[src/rtl/cwp_pkg.sv]
package cwp_pkg;

    // Action that the control path asks of the lane packer each cycle
    typedef enum logic [1:0] {
        ACT_IDLE    = 2'd0,   // no character accepted
        ACT_FILL    = 2'd1,   // store character in the selected lane
        ACT_CLOSE   = 2'd2,   // character completes the word
        ACT_RESTART = 2'd3    // comma restarts the word in lane 0
    } pack_act_e;

endpackage

[src/rtl/cwp_comma_match.sv]
module cwp_comma_match #(
    parameter int              BYTE_W     = 8,
    parameter logic [BYTE_W-1:0] COMMA_CODE = 8'hBC
) (
    input  logic              valid,
    input  logic [BYTE_W-1:0] byte_in,
    input  logic              k_in,
    output logic              hit
);
    always_comb begin
        hit = valid && k_in && (byte_in == COMMA_CODE);
    end
endmodule

[src/rtl/cwp_edge_rise.sv]
module cwp_edge_rise (
    input  logic clk,
    input  logic rst_n,
    input  logic level,
    output logic rise
);
    logic prev_d, prev_q;

    always_comb begin
        prev_d = level;
        rise   = level && !prev_q;
    end

    always_ff @(posedge clk or negedge rst_n) begin
        if (!rst_n) prev_q <= 1'b0;
        else        prev_q <= prev_d;
    end
endmodule

[src/rtl/cwp_lane_packer.sv]
module cwp_lane_packer
    import cwp_pkg::*;
#(
    parameter int LANES  = 4,
    parameter int BYTE_W = 8,
    localparam int IDX_W = $clog2(LANES),
    localparam int WORD_W = LANES * BYTE_W
) (
    input  logic              clk,
    input  logic              rst_n,
    input  pack_act_e         act,
    input  logic [IDX_W-1:0]  lane_sel,
    input  logic [BYTE_W-1:0] byte_in,
    input  logic              k_in,
    input  logic              cv_in,
    output logic [WORD_W-1:0] word_data,
    output logic [LANES-1:0]  word_k,
    output logic [LANES-1:0]  word_cv,
    output logic              word_valid
);
    typedef struct packed {
        logic [BYTE_W-1:0] data;
        logic              k;
        logic              cv;
    } lane_t;

    typedef struct packed {
        logic [WORD_W-1:0] data;
        logic [LANES-1:0]  k;
        logic [LANES-1:0]  cv;
        logic              valid;
    } out_t;

    lane_t             in_lane;
    logic [WORD_W-1:0] asm_data;
    logic [LANES-1:0]  asm_k;
    logic [LANES-1:0]  asm_cv;

    always_comb begin
        in_lane = '{data: byte_in, k: k_in, cv: cv_in};
    end

    // Storage for every lane but the last; lane 0 maps to the top byte
    for (genvar i = 0; i < LANES - 1; i++) begin : g_lane
        lane_t l_d, l_q;

        always_comb begin
            l_d = l_q;
            unique case (act)
                ACT_RESTART: l_d = (i == 0) ? in_lane : '0;
                ACT_FILL:    if (lane_sel == IDX_W'(i)) l_d = in_lane;
                ACT_CLOSE:   l_d = '0;
                default:     l_d = l_q;
            endcase
        end

        always_ff @(posedge clk or negedge rst_n) begin
            if (!rst_n) l_q <= '0;
            else        l_q <= l_d;
        end

        assign asm_data[(LANES-1-i)*BYTE_W +: BYTE_W] = l_q.data;
        assign asm_k[LANES-1-i]  = l_q.k;
        assign asm_cv[LANES-1-i] = l_q.cv;
    end

    // The closing character goes straight into the bottom lane
    assign asm_data[BYTE_W-1:0] = byte_in;
    assign asm_k[0]  = k_in;
    assign asm_cv[0] = cv_in;

    out_t o_d, o_q;

    always_comb begin
        o_d       = o_q;
        o_d.valid = 1'b0;
        if (act == ACT_CLOSE) begin
            o_d.data  = asm_data;
            o_d.k     = asm_k;
            o_d.cv    = asm_cv;
            o_d.valid = 1'b1;
        end
    end

    always_ff @(posedge clk or negedge rst_n) begin
        if (!rst_n) o_q <= '0;
        else        o_q <= o_d;
    end

    assign word_data  = o_q.data;
    assign word_k     = o_q.k;
    assign word_cv    = o_q.cv;
    assign word_valid = o_q.valid;
endmodule

[src/rtl/comma_word_packer.sv]
module comma_word_packer
    import cwp_pkg::*;
#(
    parameter int              LANES      = 4,
    parameter int              BYTE_W     = 8,
    parameter logic [BYTE_W-1:0] COMMA_CODE = 8'hBC,
    localparam int IDX_W  = $clog2(LANES),
    localparam int WORD_W = LANES * BYTE_W
) (
    input  logic              clk,
    input  logic              rst_n,
    input  logic              in_valid,
    input  logic [BYTE_W-1:0] in_byte,
    input  logic              in_k,
    input  logic              in_cv,
    input  logic              realign_req,
    input  logic              align_dis,
    output logic [WORD_W-1:0] out_data,
    output logic [LANES-1:0]  out_k,
    output logic [LANES-1:0]  out_cv,
    output logic              out_valid,
    output logic              aligned
);
    localparam logic [IDX_W-1:0] LAST_IDX = IDX_W'(LANES - 1);

    typedef struct packed {
        logic [IDX_W-1:0] idx;      // lane for the next character
        logic             arm;      // comma search pending
        logic             aligned;  // boundary fixed by a comma
    } ctl_t;

    logic      comma_hit;
    logic      req_rise;
    pack_act_e act;
    ctl_t      c_d, c_q;
    logic      arm_now;

    cwp_comma_match #(
        .BYTE_W     (BYTE_W),
        .COMMA_CODE (COMMA_CODE)
    ) u_match (
        .valid   (in_valid),
        .byte_in (in_byte),
        .k_in    (in_k),
        .hit     (comma_hit)
    );

    cwp_edge_rise u_rise (
        .clk   (clk),
        .rst_n (rst_n),
        .level (realign_req),
        .rise  (req_rise)
    );

    always_comb begin
        c_d     = c_q;
        act     = ACT_IDLE;
        arm_now = c_q.arm || req_rise;
        if (req_rise) c_d.aligned = 1'b0;
        if (in_valid) begin
            if (comma_hit && arm_now && !align_dis) begin
                act         = ACT_RESTART;
                c_d.idx     = IDX_W'(1);
                c_d.aligned = 1'b1;
                arm_now     = 1'b0;
            end else if (c_q.idx == LAST_IDX) begin
                act     = ACT_CLOSE;
                c_d.idx = '0;
            end else begin
                act     = ACT_FILL;
                c_d.idx = c_q.idx + IDX_W'(1);
            end
        end
        c_d.arm = arm_now;
    end

    always_ff @(posedge clk or negedge rst_n) begin
        if (!rst_n) c_q <= '{idx: '0, arm: 1'b1, aligned: 1'b0};
        else        c_q <= c_d;
    end

    cwp_lane_packer #(
        .LANES  (LANES),
        .BYTE_W (BYTE_W)
    ) u_pack (
        .clk        (clk),
        .rst_n      (rst_n),
        .act        (act),
        .lane_sel   (c_q.idx),
        .byte_in    (in_byte),
        .k_in       (in_k),
        .cv_in      (in_cv),
        .word_data  (out_data),
        .word_k     (out_k),
        .word_cv    (out_cv),
        .word_valid (out_valid)
    );

    assign aligned = c_q.aligned;
endmodule

[config.mk]
export PLATFORM = sky130hd
export DESIGN_NAME = comma_word_packer
export DESIGN_NICKNAME = d
export VERILOG_FILES = /design/src/rtl/cwp_pkg.sv /design/src/rtl/cwp_comma_match.sv /design/src/rtl/cwp_edge_rise.sv /design/src/rtl/cwp_lane_packer.sv /design/src/rtl/comma_word_packer.sv
export SDC_FILE = /design/constraint.sdc
export NUM_CORES = 1
export LEC_CHECK = 0
export BUFFER_PORTS_ARGS = -buffer_cell sky130_fd_sc_hd__buf_2
export CORE_MARGIN = 2
export CORE_UTILIZATION = 45
export CTS_CLUSTER_DIAMETER = 100
export CTS_CLUSTER_SIZE = 25
export DETAILED_ROUTE_END_ITERATION = 6
export GPL_ROUTABILITY_DRIVEN = 0
export GPL_TIMING_DRIVEN = 0
export PLACE_DENSITY_LB_ADDON = 0.08
export SYNTH_ARGS = -nofsm -noshare
export SYNTH_HDL_FRONTEND = slang
export SYNTH_SLANG_ARGS = --single-unit
[constraint.sdc]
create_clock -name clk -period 2.77 [get_ports clk]
set_input_delay 0.1385 -clock clk [delete_from_list [all_inputs] [get_ports clk]]
set_output_delay 0.1385 -clock clk [all_outputs]
set_load 0.05 [all_outputs]
==> summary by stage <==
Setup path
The launch point of the critical path is realign_req. The setup path with the least slack is of type in -> reg. The worst register-to-register path begins at u_rise.prev_q$_DFF_PN0_. The capturing instance or port of the critical path is u_pack.asm_data[17]$_DFFE_PN0P_. For this run, the slowest stage of the critical path takes 0.53 ns. The largest fanout on the critical path is 10.

STA puts the critical path data arrival time at 2.22 ns. The worst setup slack for register-to-register paths is 0.86 ns. The number of cells on the worst reg-to-reg path is 6. The critical path required time is roughly 3.0 ns. The most numerous cell type found on the critical path is sky130_fd_sc_hd__buf_2. The worst-path cell with the longest stage delay is sky130_fd_sc_hd__dlygate4sd3_1.

The endpoint of the most critical register-to-register path is u_pack.asm_data[17]$_DFFE_PN0P_. The nature of the critical path endpoint is a flop. The category of the worst setup path launch point is an input port. Walking the worst path, the cells encountered are dlygate4sd3_1 > buf_2 > nor2b_1 > o2111a_1 > or2_1 > clkbuf_1 > buf_2 > o2bb2ai_1.

Timing
The top achievable clock speed is 501 MHz. Setup violations remaining at the end of the flow were counted as 0. Headroom to the max-slew limit came out at 0.635.

Dividing the final minimum period by the clock period gives 0.720. The number of max-slew violations in the final report is 0. The accumulated negative setup slack is 0 ns. The maximum clock skew at final layout is 0.00896 ns. Hold timing on the final database bottoms out at a slack of 0.149 ns. The number of endpoints with negative hold slack in the final report came to 0.

The shortest clock period the worst path allows after layout is 1.99 ns. Setup repair after global routing left no endpoint under its margin. At the pin with the least slew margin, the transition time is 0.548 ns.

Die
The die is between 90 and 100 um wide. The initial utilization of the core area, before any placement, comes to 0.458. The floorplan has 32 rows. The vertical die dimension is 92.0 um. The area of the core is 7610 um2.

The die area is 8450 um2. The number of top-level pins is 57.

Placement
The HPWL after detailed placement is 5020 um. In this run the tool buffered the top-level ports with 55 buffer cells. The placed instances occupy a cell area of 3910 um2.

Clock network
The number of buffers between clock root and the deepest sink is 2. Counting every sink on the clock net gives 76. The quantity of hold-fixing buffers added after cts is 2. The count of instances resized after the clock tree is built is 0.

The total setup buffers inserted after CTS is 0. The clock buffer count from CTS is 9. Clock latency on the worst-skew pair, taken at its later pin, is 0.34 ns. The clock tree synthesis step divided the H-tree into 3 levels. The cell chosen for the clock root is sky130_fd_sc_hd__clkbuf_8. The post-CTS clock slew at the launch and capture registers of the worst setup and hold paths is 0.08 ns.

TritonCTS built the clock tree.

Logic synthesis
After synthesis, the most frequently instantiated cells are 75 x sky130_fd_sc_hd__dfrtp_1, 39 x sky130_fd_sc_hd__mux2_4, 28 x sky130_fd_sc_hd__a21oi_1. The area of the mapped netlist is 3480 um2. Of all cell types, the one taking the most synthesized area is sky130_fd_sc_hd__dfrtp_1. By area the synthesized netlist is led by sky130_fd_sc_hd__dfrtp_1 54%, sky130_fd_sc_hd__mux2_4 17%, sky130_fd_sc_hd__o2bb2ai_1 5.8%. In the synthesized netlist the async set-or-reset flop fraction comes to 1.00. The most used flip-flop cell after synthesis is sky130_fd_sc_hd__dfrtp_1. The fraction of post-synthesis cell area in the top cell type by area is 0.539.

The count of mapped cells out of synthesis is 258. The average instance area after synthesis is 13.5 um2. The count of warnings emitted by yosys is 0. Synthesis instantiated 35 different standard cells from the library. The count of state elements after synthesis is 76. The share of the Yosys chip area taken by registers is 0.547. Yosys mapped a number of flops with a built-in enable equal to 0.

The number of nets handed over by synthesis was 277. The most frequently used cell type in the post-synthesis netlist is sky130_fd_sc_hd__dfrtp_1.

Routing
The number of detailed-route iterations in the first pass is 4. For this block, the via count after detailed routing is 2277. The detailed router finished its first iteration with 103 violations. Dividing the detail-routed via count by the number of cells gives 5.25.

The DRC violation count after routing is 0. Wires add up to 7520 um. The number of nets still failing antenna checks after routing is 0. The routed wire length per instance is 17.3 um.

Global routing
The met3 capacity usage during global routing is 0.0378. The total congestion overflow is 0. The number of global-route vias before repair came to roughly 2300.

The total global-route track usage is 0.192. The met2 demand-to-capacity share in global routing is 0.275. The layer flagged by global routing as most heavily used is met1. For this run, global-route usage on met1 was measured as 0.293. The first global-routing pass estimated roughly 12000 um of wire.

The initial antenna violation count came to 0. The maximum number of pins on one net before global-route repair is 48.

Status
The run finished with clean final reports.

Final layout
In the final layout, the share of cells above drive strength 1 is 0.377. After the last flow step, the layout net total stands at around 350. 0 antenna diodes ended up in the layout.

At the end of the flow the core is filled with cells to 0.545. Once layout is done, the placed cells without fillers occupy 4150 um2. Relative to the synthesized area, the layout overhead comes to 19.1%.

Pwr
Summing internal, switching and leakage power gives 5750 uW. The static leakage power is 0.00192 uW. The worst ir drop on vdd is 0.000638 V. For this design the ratio of total power to cell area is between 1000 and 1500 nW/um2.

Hold path
The worst hold path passes through 2 cells. The worst min-delay path class is in -> reg.

Flow run
Max-cap violations in this run came to 0.
## layout by cell type (no fill, tap or decap), types with 5 or more instances in the layout
master	count
sky130_fd_sc_hd__inv_1	5
sky130_fd_sc_hd__nor2_1	6
sky130_fd_sc_hd__dfrtp_1	75
sky130_fd_sc_hd__clkbuf_1	8
sky130_fd_sc_hd__clkbuf_8	11
sky130_fd_sc_hd__o2bb2ai_1	23
sky130_fd_sc_hd__mux2_4	39
sky130_fd_sc_hd__nor2b_1	21
sky130_fd_sc_hd__buf_2	58
sky130_fd_sc_hd__a21oi_1	28
## routing by layer
| layer | up-vias | wire length (um) |
|---|---|---|
| met1 | 1138 | 3690 |
| li1 | 1070 | - |
| met4 | 0 | 80 |
| met5 | - | 0 |
| met3 | 6 | 335 |
| met2 | 63 | 3420 |
## report_power, final
group          internal, uW  switching (uW)  total (uW)  leakage, uW
logic                  1090            1780        2880     0.000912
registers              1650             346        2000     0.000910
clock network           465             412         877    0.0000938
total                  3210            2540        5750      0.00192
## per-stage QoR
step           setup slack, ns  cells
2_1_floorplan             1.10    258
5_1_grt                  0.546    434
4_1_cts                  0.758    434
3_3_place_gp             0.837    415
3_5_place_dp             0.862    416
6_report                 0.775    434
## critical path: cells and delay by family
family / cells / cell delay, ns
AO/OA/AOI/OAI: 2 / 0.51
buffers and inverters: 4 / 1.10
AND/OR/NAND/NOR: 2 / 0.46
## worst min path at each step
| stage | from | end |
|---|---|---|
| floorplan | rst_n | aligned$_DFF_PN0_ |
| global placement | realign_req | u_rise.prev_q$_DFF_PN0_ |
| detailed placement | rst_n | u_pack.word_data[20]$_DFFE_PN0P_ |
| CTS | in_cv | u_pack.word_cv[0]$_DFFE_PN0P_ |
| global route | in_cv | u_pack.word_cv[0]$_DFFE_PN0P_ |
| finish | in_cv | u_pack.word_cv[0]$_DFFE_PN0P_ |
## sequential cells by signal (all words and copies together) (netlist names)
name	cells
u_pack.word_valid	1
u_pack.word_k	4
u_rise.prev_q	1
c_q	3
u_pack.word_cv	4
u_pack.asm_cv	3
u_pack.asm_k	3
aligned	1
u_pack.word_data	32
u_pack.asm_data	24
## cells by family (layout without fill, tap and decap cells)
group | after synthesis | after routing | share of synthesized area
AO/OA/AOI/OAI | 64 | 64 | 0.130
multiplexers | 41 | 41 | 0.174
buffers and inverters | 24 | 98 | 0.0482
flip-flops | 76 | 76 | 0.547
adder cells (fa/ha/maj) | 4 | 4 | 0.0144
AND/OR/NAND/NOR | 49 | 49 | 0.0863
## final cells by class
type | count | area, um2
fillers | 675 | 3460
flip-flops and latches | 76 | 1900
multi-input cells | 158 | 1410
repair buffers | 58 | 325
clock buffers | 11 | 151
plain buffers | 19 | 149
well taps | 102 | 128
clock inverters | 5 | 60.1
inverters | 5 | 18.8
(Power assumes the default switching activity.)
